<file path="src/rtl/cmi_pkg.sv">
package cmi_pkg;
    localparam int PAT_W = 3;

    typedef enum logic {
        SEQ_IDLE,
        SEQ_FILL
    } seq_state_e;

    typedef struct packed {
        logic             en;
        logic             start;
        logic             armed;
        logic [PAT_W-1:0] pat;
    } cfg_state_t;
endpackage

</file>
<file path="src/rtl/cmi_ctrl.sv">
module cmi_ctrl
    import cmi_pkg::*;
(
    input  logic             clk,
    input  logic             rst_n,
    input  logic             cfg_we,
    input  logic             cfg_enable,
    input  logic             cfg_start,
    input  logic [PAT_W-1:0] cfg_pattern,
    input  logic             fill_done,
    output logic             en_o,
    output logic             start_o,
    output logic             armed_o,
    output logic [PAT_W-1:0] pat_o,
    output logic             abort_o
);
    cfg_state_t cfg_d, cfg_q;
    logic       abort_d;

    always_comb begin
        cfg_d   = cfg_q;
        abort_d = 1'b0;
        if (cfg_we) begin
            cfg_d.en  = cfg_enable;
            cfg_d.pat = cfg_pattern;
            if (!cfg_enable) begin
                cfg_d.armed = 1'b0;
            end else if (!cfg_q.en) begin
                cfg_d.armed = 1'b1;
            end
            if (!cfg_enable || !cfg_start) begin
                cfg_d.start = 1'b0;
                abort_d     = cfg_q.start;
            end else if (!cfg_q.start && cfg_q.en && cfg_q.armed) begin
                cfg_d.start = 1'b1;
            end
        end
        if (fill_done && !abort_d) begin
            cfg_d.start = 1'b0;
            cfg_d.armed = 1'b0;
        end
    end

    always_ff @(posedge clk) begin
        if (!rst_n) begin
            cfg_q <= '0;
        end else begin
            cfg_q <= cfg_d;
        end
    end

    assign en_o    = cfg_q.en;
    assign start_o = cfg_q.start;
    assign armed_o = cfg_q.armed;
    assign pat_o   = cfg_q.pat;
    assign abort_o = abort_d;
endmodule

</file>
<file path="src/rtl/cmi_seq.sv">
module cmi_seq
    import cmi_pkg::*;
#(
    parameter int ADDR_W = 6
) (
    input  logic              clk,
    input  logic              rst_n,
    input  logic              go,
    input  logic              kill,
    input  logic              frame_sync,
    output logic              busy_o,
    output logic              we_o,
    output logic [ADDR_W-1:0] addr_o,
    output logic              done_o,
    output logic              all_written_o
);
    localparam logic [ADDR_W-1:0] LAST_ADDR = {ADDR_W{1'b1}};

    typedef struct packed {
        seq_state_e        state;
        logic [ADDR_W-1:0] addr;
        logic              wr_done;
        logic              second;
    } seq_t;

    seq_t seq_d, seq_q;
    logic we_d, done_d;

    always_comb begin
        seq_d  = seq_q;
        we_d   = 1'b0;
        done_d = 1'b0;
        case (seq_q.state)
            SEQ_IDLE: begin
                if (go && !kill && frame_sync) begin
                    seq_d.state   = SEQ_FILL;
                    seq_d.addr    = '0;
                    seq_d.wr_done = 1'b0;
                    seq_d.second  = 1'b0;
                end
            end
            default: begin
                if (kill || !go) begin
                    seq_d.state = SEQ_IDLE;
                end else begin
                    we_d = !seq_q.wr_done;
                    if (we_d) begin
                        if (seq_q.addr == LAST_ADDR) begin
                            seq_d.wr_done = 1'b1;
                        end else begin
                            seq_d.addr = seq_q.addr + 1'b1;
                        end
                    end
                    if (frame_sync) begin
                        if (seq_q.second) begin
                            done_d      = 1'b1;
                            seq_d.state = SEQ_IDLE;
                        end else begin
                            seq_d.second = 1'b1;
                        end
                    end
                end
            end
        endcase
    end

    always_ff @(posedge clk) begin
        if (!rst_n) begin
            seq_q <= '{state: SEQ_IDLE, addr: '0, wr_done: 1'b0, second: 1'b0};
        end else begin
            seq_q <= seq_d;
        end
    end

    assign busy_o        = (seq_q.state == SEQ_FILL);
    assign we_o          = we_d;
    assign addr_o        = seq_q.addr;
    assign done_o        = done_d;
    assign all_written_o = seq_q.wr_done;
endmodule

</file>
<file path="src/rtl/cmi_mem.sv">
module cmi_mem #(
    parameter int ADDR_W = 6,
    parameter int DATA_W = 16
) (
    input  logic              clk,
    input  logic              rst_n,
    input  logic              we,
    input  logic [ADDR_W-1:0] waddr,
    input  logic [DATA_W-1:0] wdata,
    input  logic [ADDR_W-1:0] raddr,
    output logic [DATA_W-1:0] rdata
);
    localparam int DEPTH = 1 << ADDR_W;

    logic [DATA_W-1:0] cells [DEPTH];
    logic [DATA_W-1:0] rd_d, rd_q;

    always_comb begin
        rd_d = cells[raddr];
    end

    always_ff @(posedge clk) begin
        if (we) begin
            cells[waddr] <= wdata;
        end
    end

    always_ff @(posedge clk) begin
        if (!rst_n) begin
            rd_q <= '0;
        end else begin
            rd_q <= rd_d;
        end
    end

    assign rdata = rd_q;
endmodule

</file>
<file path="src/rtl/cm_bulk_init.sv">
module cm_bulk_init
    import cmi_pkg::*;
#(
    parameter int ADDR_W = 6,
    parameter int DATA_W = 16
) (
    input  logic              clk,
    input  logic              rst_n,
    input  logic              frame_sync,
    input  logic              cfg_we,
    input  logic              cfg_enable,
    input  logic              cfg_start,
    input  logic [2:0]        cfg_pattern,
    output logic              stat_enable,
    output logic              stat_start,
    output logic              stat_busy,
    input  logic              cm_we,
    input  logic [ADDR_W-1:0] cm_addr,
    input  logic [DATA_W-1:0] cm_wdata,
    output logic [DATA_W-1:0] cm_rdata
);
    localparam int PAD_W = DATA_W - PAT_W;

    logic             en_q, start_q, armed_q, abort;
    logic [PAT_W-1:0] pat_q;
    logic             fill_we, fill_done, fill_busy, all_written;
    logic [ADDR_W-1:0] fill_addr;
    logic             mem_we;
    logic [ADDR_W-1:0] mem_addr;
    logic [DATA_W-1:0] mem_wdata;

    cmi_ctrl u_ctrl (
        .clk         (clk),
        .rst_n       (rst_n),
        .cfg_we      (cfg_we),
        .cfg_enable  (cfg_enable),
        .cfg_start   (cfg_start),
        .cfg_pattern (cfg_pattern),
        .fill_done   (fill_done),
        .en_o        (en_q),
        .start_o     (start_q),
        .armed_o     (armed_q),
        .pat_o       (pat_q),
        .abort_o     (abort)
    );

    cmi_seq #(.ADDR_W(ADDR_W)) u_seq (
        .clk           (clk),
        .rst_n         (rst_n),
        .go            (start_q),
        .kill          (abort),
        .frame_sync    (frame_sync),
        .busy_o        (fill_busy),
        .we_o          (fill_we),
        .addr_o        (fill_addr),
        .done_o        (fill_done),
        .all_written_o (all_written)
    );

    always_comb begin
        mem_we    = fill_we | (cm_we & ~start_q);
        mem_addr  = fill_we ? fill_addr : cm_addr;
        mem_wdata = fill_we ? {{PAD_W{1'b0}}, pat_q} : cm_wdata;
    end

    cmi_mem #(.ADDR_W(ADDR_W), .DATA_W(DATA_W)) u_mem (
        .clk   (clk),
        .rst_n (rst_n),
        .we    (mem_we),
        .waddr (mem_addr),
        .wdata (mem_wdata),
        .raddr (cm_addr),
        .rdata (cm_rdata)
    );

    assign stat_enable = en_q;
    assign stat_start  = start_q;
    assign stat_busy   = fill_busy;
endmodule

</file>
<file path="config.mk">
export PLATFORM = sky130hd
export DESIGN_NAME = cm_bulk_init
export DESIGN_NICKNAME = d
export VERILOG_FILES = /design/src/rtl/cmi_pkg.sv /design/src/rtl/cmi_ctrl.sv /design/src/rtl/cmi_seq.sv /design/src/rtl/cmi_mem.sv /design/src/rtl/cm_bulk_init.sv
export SDC_FILE = /design/constraint.sdc
export NUM_CORES = 1
export LEC_CHECK = 0
export BUFFER_PORTS_ARGS = -buffer_cell sky130_fd_sc_hd__clkbuf_2
export CORE_MARGIN = 2
export CORE_UTILIZATION = 33
export DETAILED_ROUTE_END_ITERATION = 10
export PLACE_DENSITY_LB_ADDON = 0.1
export SETUP_SLACK_MARGIN = 0.4
export SLEW_MARGIN = 20
export SYNTH_ARGS = -nofsm -noshare
export SYNTH_HDL_FRONTEND = slang
export SYNTH_HIERARCHICAL = 1
export SYNTH_SLANG_ARGS = --single-unit
export TNS_END_PERCENT = 10
</file>
<file path="constraint.sdc">
create_clock -name clk -period 11.13 [get_ports clk]
set_clock_uncertainty 0.2 [all_clocks]
set_input_delay 1.6695 -clock clk [delete_from_list [all_inputs] [get_ports clk]]
set_output_delay 1.6695 -clock clk [all_outputs]
set_load 0.1 [all_outputs]
</file>
## Word level (Yosys, flattened, before mapping)

Memories as Yosys holds them, arrays and structs flattened. A register that Yosys moved wholly into a read port is not among the register bits.
Index checks and enable logic that the tools add are counted.

- Add/subtract/negate cells: 1
- Eq/ne operators: 6
- Muxes and demuxes: 26
- Bitwise gates (word level): 4
- Reductions and logical operators: 21

Operator list:

| operator | count |
|---|---|
| two-way mux 1 bit | 19 |
| two-way mux 9 bit | 2 |
| two-way mux 16 bit | 1 |
| two-way mux 6 bit | 2 |
| != test 2 bit (second input constant) | 5 |
| two-way mux 8 bit | 1 |
| two-way mux 7 bit | 1 |
| adder 6 x 1 -> 6 bit (second input constant) | 1 |
| equality test 6 bit (second input constant) | 1 |
| logical NOT 1 bit | 6 |
| AND reduction 2 bit | 3 |
| logical AND 1 bit | 5 |
| AND reduction 4 bit | 1 |
| nonzero test 2 bit | 2 |
| AND reduction 3 bit | 1 |
| logical OR 1 bit | 2 |
| inverter 1 bit | 2 |
| OR reduction 2 bit | 1 |
| AND 1 bit | 1 |
| OR 1 bit | 1 |

- Bits in registers: 15
- Bits in writable memories: 1024
- Bits of input ports: 32
- Logic and storage cells: 67
- Memories kept: 1

Memories:

| memory | depth | width | rd ports | clocked after Yosys merged registers in | wr ports | line | source |
|---|---|---|---|---|---|---|---|
| u_mem.cells | 64 | 16 | 1 | 1 | 1 | cmi_mem.sv:15 | `logic [DATA_W-1:0] cells [DEPTH];` |

## Longest topological paths before layout

Gate-level depths: netlist (run 1).

- Depth after elaboration: 10
- Mapped depth: 12
- Gate-level depth less buffers: 10

## Hierarchy

The synthesis (run 1) kept the hierarchy.

Modules (own cells, without submodules):

| module | instances | cells an instance | area an instance (sq um) | seq. area each (sq um) |
|---|---|---|---|---|
| cmi_mem | 1 | 1758 | 39751.9 | 31069.8 |
| cmi_seq | 1 | 70 | 576.8 | 180.2 |
| cmi_ctrl | 1 | 25 | 262.8 | 120.1 |
| cm_bulk_init | 1 | 26 | 232.7 | 0.0 |

## Least setup slack after synthesis (run 1)

Ideal clock, no wire load.

- Path type: input -> register
- From: in cfg_we
- To: mem u_mem.cells[48][0] (enable)
- Setup time: 409 ps
- Arrival: 4592 ps
- Required time: 10521 ps
- Path slack: 5929 ps
- Stages: 10
- Buffers on the path: 3
- Cells stage by stage: buf_6 -> nand3_1 -> inv_1 -> nand4bb_4 -> inv_1 -> buf_6 -> mux2_4 -> clkbuf_1 -> or3_1 -> nor3_1

- Elaborated cells between the ends (all ways): 8

RTL lines:

| element | line | source |
|---|---|---|
| start: declaration | cm_bulk_init.sv:10 | `input logic cfg_we,` |
| two-way mux 1 bit | cmi_ctrl.sv:23 | `if (cfg_we) begin` |
| via abort | cm_bulk_init.sv:24 | `logic en_q, start_q, armed_q, abort;` |
| logical OR 1 bit | cmi_seq.sv:43 | `if (kill \|\| !go) begin` |
| two-way mux 1 bit | cmi_seq.sv:43 |  |
| two-way mux 1 bit | cmi_seq.sv:33 | `case (seq_q.state)` |
| via fill_we | cm_bulk_init.sv:26 | `logic fill_we, fill_done, fill_busy, all_written;` |
| two-way mux 6 bit | cm_bulk_init.sv:62 | `mem_addr = fill_we ? fill_addr : cm_addr;` |
| via mem_addr[3] | cm_bulk_init.sv:29 | `logic [ADDR_W-1:0] mem_addr;` |
| end: declaration | cmi_mem.sv:15 |  |

The timed path passes the listed nets, and every way through them passes these cells.

## Worst setup path in the final report (run 1)

- From: in cfg_we
- To: mem u_mem.cells[41][3] (enable)

The elaborated chain is that of the path after synthesis.

==> results of run 1 <==
[cells by family after synthesis]
group | count (synthesis)
flops | 1055
fa+ha+maj | 1
buf+inv | 112
mux | 324
compound gates | 135
simple gates | 252
[flip-flops by register name (all words and copies together), names as in the netlist]
signal and count:
u_mem/rdata 16, u_ctrl/armed_o 1, u_mem/cells 1024, u_seq/addr_o 6
u_seq/all_written_o 1, u_seq/seq_q 1, u_ctrl/en_o 1, u_seq/busy_o 1
u_ctrl/start_o 1, u_ctrl/pat_o 3
[report_power, final]
part	switching [W]	leakage [nW]	internal (W)
Combinational	0.000329	3.31	0.000143
Sequential	0.0000119	9.47	0.00438
Clock	0.00156	1.90	0.00232
Total	0.00190	14.7	0.00684
[placed cells by master, fill, tap and decap left out, drive strengths merged, types with 4 or more instances in the layout]
| cell | Yosys | layout |
|---|---|---|
| a221oi | 8 | 8 |
| o211ai | 4 | 4 |
| nor4 | 4 | 4 |
| o21ai | 21 | 21 |
| edfxtp | 1024 | 1024 |
| or3 | 4 | 4 |
| o31ai | 5 | 5 |
| a21oi | 13 | 13 |
| clkinv | 0 | 49 |
| mux4 | 261 | 261 |
| nand2b | 15 | 15 |
| clkbuf | 38 | 197 |
| nand2 | 52 | 52 |
| a32o | 4 | 4 |
| o22ai | 37 | 37 |
| nor3 | 6 | 6 |
| buf | 67 | 69 |
| a31oi | 6 | 6 |
| nor2 | 98 | 98 |
| nor2b | 32 | 32 |
| diode | 0 | 4 |
| dfxtp | 31 | 31 |
| inv | 7 | 10 |
| nand3 | 26 | 26 |
| bufinv | 0 | 14 |
| a211oi | 6 | 6 |
| mux2i | 48 | 48 |
| o221ai | 8 | 8 |
| mux2 | 15 | 15 |
| nand3b | 4 | 4 |
| a22oi | 7 | 7 |
[how the worst max path moves through the flow]
stage | start | end | slack, ps | depth (start not counted)
after CTS | cfg_we | u_mem/cells[41][0] | 5960 | 10
final | cfg_we | u_mem/cells[41][3] | 5980 | 10
after global placement | cfg_we | u_mem/cells[41][0] | 5310 | 10
after global routing | cfg_we | u_mem/cells[41][3] | 5800 | 10
after floorplan | cfg_we | u_mem/cells[48][0] | 5930 | 10
after detailed placement | cfg_we | u_mem/cells[41][9] | 5220 | 10
[critical path, delay by kind of cell]
kind / cells / cell delay (ps)
and+or+nand+nor: 5 / 2230
buffers and inverters: 4 / 830
muxes: 1 / 490
[metrics by stage]
stage                     area (um^2)  worst slack (ps)  hold WS [ps]  total power [W]  utilization [%]
after floorplan                 40800              5930           244          0.00476                -
after global placement          43200              5310           273          0.00495             35.1
after detailed placement        43200              5220           287          0.00496             35.1
after CTS                       47000              5960           300          0.00885             38.2
after global routing            47100              5800           308          0.00902             38.2
final                           47100              5980           296          0.00874             38.2
[cell type report]
cell class              instances  share of cell area (%)
multi-input cells             712                    19.0
diodes                          4                  0.0213
clock buffers                 150                    6.72
repair buffers                116                    1.72
well taps                    1637                    4.35
flip-flops and latches       1055                    66.7
inverters                       7                  0.0558
clock inverters                68                    1.49
[metal layers]
metal  vias up  part of all wire, %
met1     10828                   45
li1       8154                    -
met5         -                0.010
met2       504                   47
met4         2                  2.7
met3       155                  4.7
==> metrics.cfg, run 1 <==
[detailed_routing]
wl_um=115000
drt_iter0_markers=1841
route.detailed.wl_per_inst_um=30.6
drcViolationCount=0
dr_total_vias=19643
drt_first_pass_iters=5
via_per_inst=5.24
ant_nets=0

[run]
maxCapViolCount=0

[pwr]
p_leak_nw=14.7
p_per_area_mw_per_mm2=186
vdd_drop_max_uv=140

[die]
die_h_um=356
core_mm2=0.123
dieArea_mm2=0.127
ios=51
initial_core_util_pct=33.1
die_w_um=356
rows=129

[global_route]
grt_pass1_wl_um=161000
grt_max_degree=113
grt_busiest_layer=met2
track_usage_pct=18.2
antenna_found_initial=8
use_met2_pct=28.9
grt.met1_usage_pct=26.0
grt_pass1_vias=20210
grtUsageMet3_pct=2.81
globalRoute.totalOverflow=0

[clock_tree]
cts_resized=0
numCtsBuffers=116
ctsLongestPathBuffers=3
cts_root_buf=clkbuf_16
cts_setup_buffers=0
insertion_delay_ps=700
htree_levels=3
cts_sinks=1055
ctsHoldBuffers=0
clk_pin_slew_ps=60
tritoncts=yes

[critical_path]
crit_type=in -> reg
path_max_fanout=24
regToRegStartpoint=u_ctrl/start_o
r2r_slack_ps=6710
critical_path.endpoint_type=flip-flop
r2r-end=u_mem/cells[41][3]
crit_path_frequent_cell=nand3_1
cp.arrival_ps=5250
r2r_cells=9
crit_path_cell_trace=clkbuf_2 -> nand3_1 -> inv_1 -> nand4bb_4 -> clkinv_1 -> buf_4 -> mux2_2 -> nor2_1 -> nand3_1 -> nor2_2
start_kind=input pin
crit_path_max_incr_delay_ps=1050
crit_required_ps=11230
cpMaxStageDelayCell=nor2_2

[placement]
dp_hpwl_um=68600
io_buffer_count=50
place_inst=3527
place_congestion=0.800

[worst_hold_path]
hold_depth=2
hp-class=reg -> reg
min_to=u_seq/all_written_o
worstHoldStart=u_seq/all_written_o

[sta]
min_period_ps=5150
final_hold_viol_count=0
rsz0062_at_grt=no
finalSetupViolations=0
fin_setup_tns_ps=0
timing.fmax_mhz=194
worst_pin_slew_ps=1130
slew_headroom_pct=24.3
fin_crit_sh_pct=46.3
finalMaxSlewViolations=0

[final_layout]
final_cells=3749
drive_above_1_share_pct=29.7
syn2layout_area_growth_pct=15.3
regArea_mm2=0.0314
fillers=11050
multi_input_area_mm2=0.00894
layout.nets=2041

[synthesis]
synth_area_mm2=0.0408
synthXorXnorAreaFrac_pct=0
ys_seq_elements=1055
yosys-top-cells-area=edfxtp_1 75%, mux4_2 14%, dfxtp_1 1.5%, mux2i_1 1.2%, nor2_1 0.89%
synth_top_area_share_pct=75.3
synth_compound_area_share_pct=2.32
yosys_warnings=6
yosys.cell_count.top_type=edfxtp_1
synth-main-ff-cell=edfxtp_1
synthSimpleGateAreaFrac_pct=2.97
synthArstFlopShare_pct=0
synth_edf_count=1024
synthCells=1879
synth_top_cell_by_area=edfxtp_1
synth_adder_area_share_pct=0.0306
muxShareOfSynthArea_pct=16.0
ys_types=59
syn_area_per_cell_um2=21.7
ys_seq_area_share_pct=76.8
syn_nets=1912
ys_top_cells_by_count=1,024 x edfxtp_1, 261 x mux4_2, 97 x nor2_1, 52 x nand2_1, 48 x mux2i_1
synth_top_family_by_area=multiplexers

[outcome]
outcome=finished clean

No activity file was read; power rests on OpenSTA's default activity.
==> run 2: changes to the inputs <==
==> constraint.sdc (replaced) <==
create_clock -name clk -period 5.01 [get_ports clk]
set_clock_uncertainty 0.2 [all_clocks]
set_input_delay 0.7515 -clock clk [delete_from_list [all_inputs] [get_ports clk]]
set_output_delay 0.7515 -clock clk [all_outputs]
set_load 0.1 [all_outputs]
==> run 2 against run 1 <==
  * Cell area rose by 1.4%
  * Sequential cell count stayed put
  * Sequential power up 120%
==> metrics.cfg, run 2 (same netlist as run 1, synthesis figures left out) <==
[detailed_routing]
route.detailed.wl_per_inst_um=30.2  ; -1.4%
drt_first_pass_iters=5  ; unchanged
via_per_inst=5.13  ; -2.1%
wl_um=115000  ; +0.33%
dr_total_vias=19565  ; -0.40%
drt_iter0_markers=2077  ; +13%
ant_nets=0  ; unchanged
drcViolationCount=0  ; unchanged

[clock_tree]
cts_root_buf=clkbuf_16
cts_resized=0  ; unchanged
numCtsBuffers=112  ; -3.4%
tritoncts=yes
cts_sinks=1055  ; unchanged
cts_setup_buffers=0  ; unchanged
clk_pin_slew_ps=60  ; about the same
htree_levels=3  ; unchanged
ctsLongestPathBuffers=3  ; unchanged
ctsHoldBuffers=0  ; unchanged
insertion_delay_ps=700  ; about the same

[sta]
finalSetupViolations=0  ; unchanged
finalMaxSlewViolations=0  ; unchanged
min_period_ps=3670
timing.fmax_mhz=273
fin_setup_tns_ps=0  ; unchanged
fin_crit_sh_pct=73.2
final_hold_viol_count=0  ; unchanged
slew_headroom_pct=34.0  ; +9.7 points
rsz0062_at_grt=no
finalHoldWorstSlack_ps=128  ; -168 ps
worst_pin_slew_ps=989  ; -144 ps

[placement]
io_buffer_count=50  ; unchanged
dp_hpwl_um=73700  ; +7.5%
place_congestion=0.828  ; +3.4%
place_inst=3598  ; +2.0%
dpl_cell_area_mm2=0.0439  ; +1.6%

[final_layout]
fillers=11050  ; unchanged
final_cells=3813  ; +1.7%
largest_register_ff_count=1024  ; unchanged
final_cell_area_mm2=0.0477  ; +1.4%
drive_above_1_share_pct=32.4  ; +2.7 points
layout.nets=2108  ; +3.3%
layout_common_cells=1,024 x edfxtp_1, 261 x mux4_2, 120 x buf_4, 112 x clkbuf_16, 64 x nor2_1
regArea_mm2=0.0314  ; unchanged
syn2layout_area_growth_pct=16.9
multi_input_area_mm2=0.00891  ; -0.28%
final_common_cell=edfxtp_1
fin_util_pct=38.7  ; +0.52 points
top_register=u_mem/cells

[critical_path]
r2r_cells=9  ; unchanged
cp.arrival_ps=3830  ; -1420 ps
crit_type=reg -> reg
start_kind=flip-flop
crit_required_ps=5170  ; -6060 ps
path_max_fanout=16  ; -33%
critical_path.endpoint_type=flip-flop

[global_route]
grt_pass1_wl_um=162000  ; +0.18%
track_usage_pct=18.3  ; +0.13 points
grt_max_degree=65  ; -42%
antenna_found_initial=6  ; -2
globalRoute.totalOverflow=0  ; unchanged
grt_pass1_vias=20344  ; +0.66%

[die]
rows=129  ; unchanged
ios=51  ; unchanged
die_w_um=356  ; unchanged
initial_core_util_pct=33.1  ; unchanged
die_h_um=356  ; unchanged
core_mm2=0.123  ; unchanged
dieArea_mm2=0.127  ; unchanged

[worst_hold_path]
hold_depth=3  ; +1
hp-class=in -> reg

[pwr]
vdd_drop_max_uv=315  ; +130%
p_per_area_mw_per_mm2=407  ; +120%
p_leak_nw=15.1  ; +2.8%

[run]
maxCapViolCount=0  ; unchanged

[outcome]
outcome=finished clean

-- run 2: cell count changes in the layout (fill, tap and decap cells not counted), sizes merged, moves of 3 or more --
cell	change
diode	-3
buf	+71
inv	+4
clkbuf	-6
clkinv	-6
-- run 2: critical path, stage by stage, from the launching register on --
cell	delay, ps
dfxtp_1	530
nand3_1	170
inv_1	110
nand4bb_4	190
clkinv_1	270
mux2_2	450
nor2b_1	200
nand3_1	600
nor2_1	270
buf_4	330
-- run 2: cell type report --
class | instances | area share (%)
Timing Repair Buffer | 187 | 3.18
Inverter | 7 | 0.0551
Antenna cell | 1 | 0.00525
Multi-Input combinational cell | 712 | 18.7
Clock inverter | 70 | 1.68
Clock buffer | 144 | 6.34
Tap cell | 1637 | 4.29
Sequential cell | 1055 | 65.8
-- run 2: final timing paths --
kind | startpoint | to | slack (ps)
max | u_ctrl/start_o | u_mem/cells[13][14] | 1340
min reg2reg | u_seq/all_written_o | u_seq/all_written_o | 290
max reg2reg | u_ctrl/start_o | u_mem/cells[13][14] | 1340
min | cfg_pattern[2] | u_ctrl/pat_o[2] | 130
-- run 2: report_power, final --
part | total [W] | switching (W) | internal, W | leakage [nW]
Clock | 0.00855 | 0.00345 | 0.00509 | 1.89
Sequential | 0.00974 | 0.0000137 | 0.00973 | 9.47
Combinational | 0.00113 | 0.000769 | 0.000356 | 3.73
Total | 0.0194 | 0.00424 | 0.0152 | 15.1
-- run 2: stage by stage --
step                      worst slack (ps)  power, W
after floorplan                        526    0.0106
after global placement                 965    0.0111
after detailed placement               912    0.0111
after CTS                             1330    0.0197
after global routing                  1110    0.0200
final                                 1340    0.0194
-- run 2: routing by layer --
| metal | up-vias | global-route usage, % | share of wire [%] |
|---|---|---|---|
| met5 | - | 0 | 0 |
| met1 | 10657 | 24.4 | 43 |
| li1 | 8277 | - | - |
| met3 | 133 | 3.50 | 4.9 |
| met2 | 498 | 31.1 | 50 |
| met4 | 0 | 4.04 | 2.0 |
==> run 3: changes to the inputs <==
==> constraint.sdc (replaced) <==
create_clock -name clk -period 3.02 [get_ports clk]
set_clock_uncertainty 0.2 [all_clocks]
set_input_delay 0.453 -clock clk [delete_from_list [all_inputs] [get_ports clk]]
set_output_delay 0.453 -clock clk [all_outputs]
set_load 0.1 [all_outputs]
==> run 3 against run 2 <==
  * Clock power is 53% higher
  * Sequential share of layout area is 3.8 points lower
  * Utilization is 2.4 points higher
  * Global-route usage is 0.46 points higher
  * Final cell count is 4.4% higher
  * Via count is 4.9% higher
  * Maximum frequency is 37% higher
  * Combinational power is 90% higher
  * Clock-buffer cell count is 2 higher
  * Non-clock buffer count is 180 higher
  * Worst hold slack worse by 52 ps
  * Critical endpoint is now u_mem/cells[12][2]
  * Largest cell class unchanged
  * Highest routed layer unchanged
==> metrics.cfg, run 3 (same netlist as run 1, synthesis figures left out) <==
[detailed_routing]
wl_um=118000  ; +2.4%
via_per_inst=5.16  ; +0.48%
drt_first_pass_iters=5  ; unchanged
ant_nets=0  ; unchanged
drcViolationCount=0  ; unchanged
route.detailed.wl_per_inst_um=29.6  ; -1.9%
drt_iter0_markers=1814  ; -13%
dr_total_vias=20519  ; +4.9%

[final_layout]
largest_register_ff_count=1024  ; unchanged
layout_common_cells=1,024 x edfxtp_1, 261 x mux4_2, 173 x buf_4, 120 x clkbuf_16, 118 x buf_12
final_common_cell=edfxtp_1
final_cells=3980  ; +4.4%
drive_above_1_share_pct=37.9  ; +5.5 points
regArea_mm2=0.0314  ; about the same
fillers=10791  ; -2.3%
syn2layout_area_growth_pct=24.1
final_cell_area_mm2=0.0507  ; +6.2%
layout.nets=2290  ; +8.6%
multi_input_area_mm2=0.00939  ; +5.3%
top_register=u_mem/cells
insertedDiodeCount=0  ; -1

[critical_path]
crit_required_ps=3230  ; -1940 ps
start_kind=flip-flop
crit_path_cell_trace=nand3_4 -> inv_2 -> nand4bb_4 -> clkinv_4 -> mux2_4 -> or3b_4 -> buf_12 -> nor2_4 -> clkbuf_16
critical_path.endpoint_type=flip-flop
crit_type=reg -> reg
path_max_fanout=8  ; -8
cp.arrival_ps=2880  ; -950 ps
crit_path_max_incr_delay_ps=410  ; -190 ps
regToRegStartpoint=u_ctrl/start_o
r2r_cells=9  ; unchanged
crit_start=u_ctrl/start_o
cpMaxStageDelayCell=or3b_4

[clock_tree]
tritoncts=yes
cts_root_buf=clkbuf_16
insertion_delay_ps=700  ; about the same
htree_levels=3  ; unchanged
ctsLongestPathBuffers=3  ; unchanged
numCtsBuffers=112  ; unchanged
cts_sinks=1055  ; unchanged
clk_pin_slew_ps=60  ; about the same

[die]
rows=129  ; unchanged
die_h_um=356  ; unchanged
dieArea_mm2=0.127  ; unchanged
core_mm2=0.123  ; unchanged
die_w_um=356  ; unchanged
initial_core_util_pct=33.1  ; unchanged
ios=51  ; unchanged

[worst_hold_path]
hp-class=in -> reg
worstHoldStart=cm_wdata[5]
hold_depth=2  ; -1

[sta]
finalMaxSlewViolations=0  ; unchanged
fin_crit_sh_pct=88.4  ; +15 points
finalWorstSetupSlack_ps=351  ; -993 ps
min_period_ps=2670  ; -997 ps
fin_setup_tns_ps=0  ; unchanged
final_hold_viol_count=0  ; unchanged
worst_pin_slew_ps=1080  ; +87.6 ps
finalSetupViolations=0  ; unchanged
slew_headroom_pct=27.9  ; -6.2 points
timing.fmax_mhz=375  ; +37%
rsz0062_at_grt=yes
finalHoldWorstSlack_ps=76.1  ; -52.0 ps

[placement]
io_buffer_count=50  ; unchanged
place_congestion=0.869  ; +5.1%
dp_slack_ps=-105  ; -1020 ps
dpl_cell_area_mm2=0.0465  ; +6.0%
dp_hpwl_um=76500  ; +3.8%
place_inst=3744  ; +4.1%

[pwr]
p_leak_nw=16.3  ; +7.7%
vdd_drop_max_uv=425  ; +35%
p_per_area_mw_per_mm2=619  ; +52%

[outcome]
outcome=finished clean

[global_route]
grt_pass1_vias=21434  ; +5.4%
track_usage_pct=18.8  ; +0.46 points
antenna_found_initial=8  ; +2
grt_pass1_wl_um=167000  ; +3.3%
grt_max_degree=65  ; unchanged
globalRoute.totalOverflow=0  ; unchanged

[run]
maxCapViolCount=0  ; unchanged

run 3: cell count changes in the layout (fill, tap and decap cells not counted), moves of 8 or more:
| cell | previous run | this run |
|---|---|---|
| clkbuf_16 | 112 | 120 |
| nor2_4 | 0 | 50 |
| buf_12 | 17 | 118 |
| nor2_2 | 34 | 12 |
| clkinv_1 | 12 | 27 |
| nor2_1 | 64 | 36 |
| dlygate4sd3_1 | 0 | 9 |
| bufinv_16 | 16 | 6 |
| buf_4 | 120 | 173 |
| buf_6 | 1 | 9 |
| clkinv_2 | 29 | 13 |
run 3: per-layer routing:
| layer | track usage, % | up-vias | wire length [um] |
|---|---|---|---|
| li1 | - | 8667 | - |
| met1 | 25.9 | 11192 | 51700 |
| met2 | 31.2 | 533 | 58100 |
| met3 | 2.70 | 127 | 5410 |
| met4 | 5.03 | 0 | 2620 |
| met5 | 0 | - | 0 |
run 3: layout make-up:
type / count / share of cell area, %
sequential: 1055 / 61.9
multi-input combinational: 714 / 18.5
timing repair buffer: 367 / 8.56
clock buffer: 146 / 5.97
tap: 1637 / 4.04
clock inverter: 54 / 0.884
inverter: 7 / 0.0618
run 3: final timing paths:
kind,end,slack (ps)
worst max register to register,u_mem/cells[12][2],350
worst max-delay path,u_mem/cells[12][2],350
worst min-delay path,u_mem/cells[51][5],80
worst min register to register,u_seq/busy_o,290
run 3: timing repair:
| item | in CTS | in global routing |
|---|---|---|
| buffers inserted | 11 | 6 |
| resized for setup | 21 | 23 |
| gates cloned | 4 | 6 |
| endpoints found under the hold margin | 8 | 0 |
| hold buffers | 9 | 0 |
| pin swaps | 8 | 11 |
| endpoints found under the setup margin | 1304 | 1154 |
run 3: power by group:
part           switching, W  internal (W)
combinational       0.00135      0.000807
clock               0.00554       0.00751
sequential        0.0000295        0.0161
total               0.00692        0.0245
run 3: through the flow:
step | power, W | utilization (%)
after floorplan | 0.0176 | -
after global placement | 0.0186 | 37.8
after detailed placement | 0.0186 | 37.8
after CTS | 0.0318 | 40.9
after global routing | 0.0324 | 41.1
final | 0.0314 | 41.1
run 3: worst max-delay path: cells and delay by family (launching register included):
kind / cells / cell delay, ps
flops: 1 / 360
buf+inv: 4 / 560
mux: 1 / 320
simple gates: 4 / 930
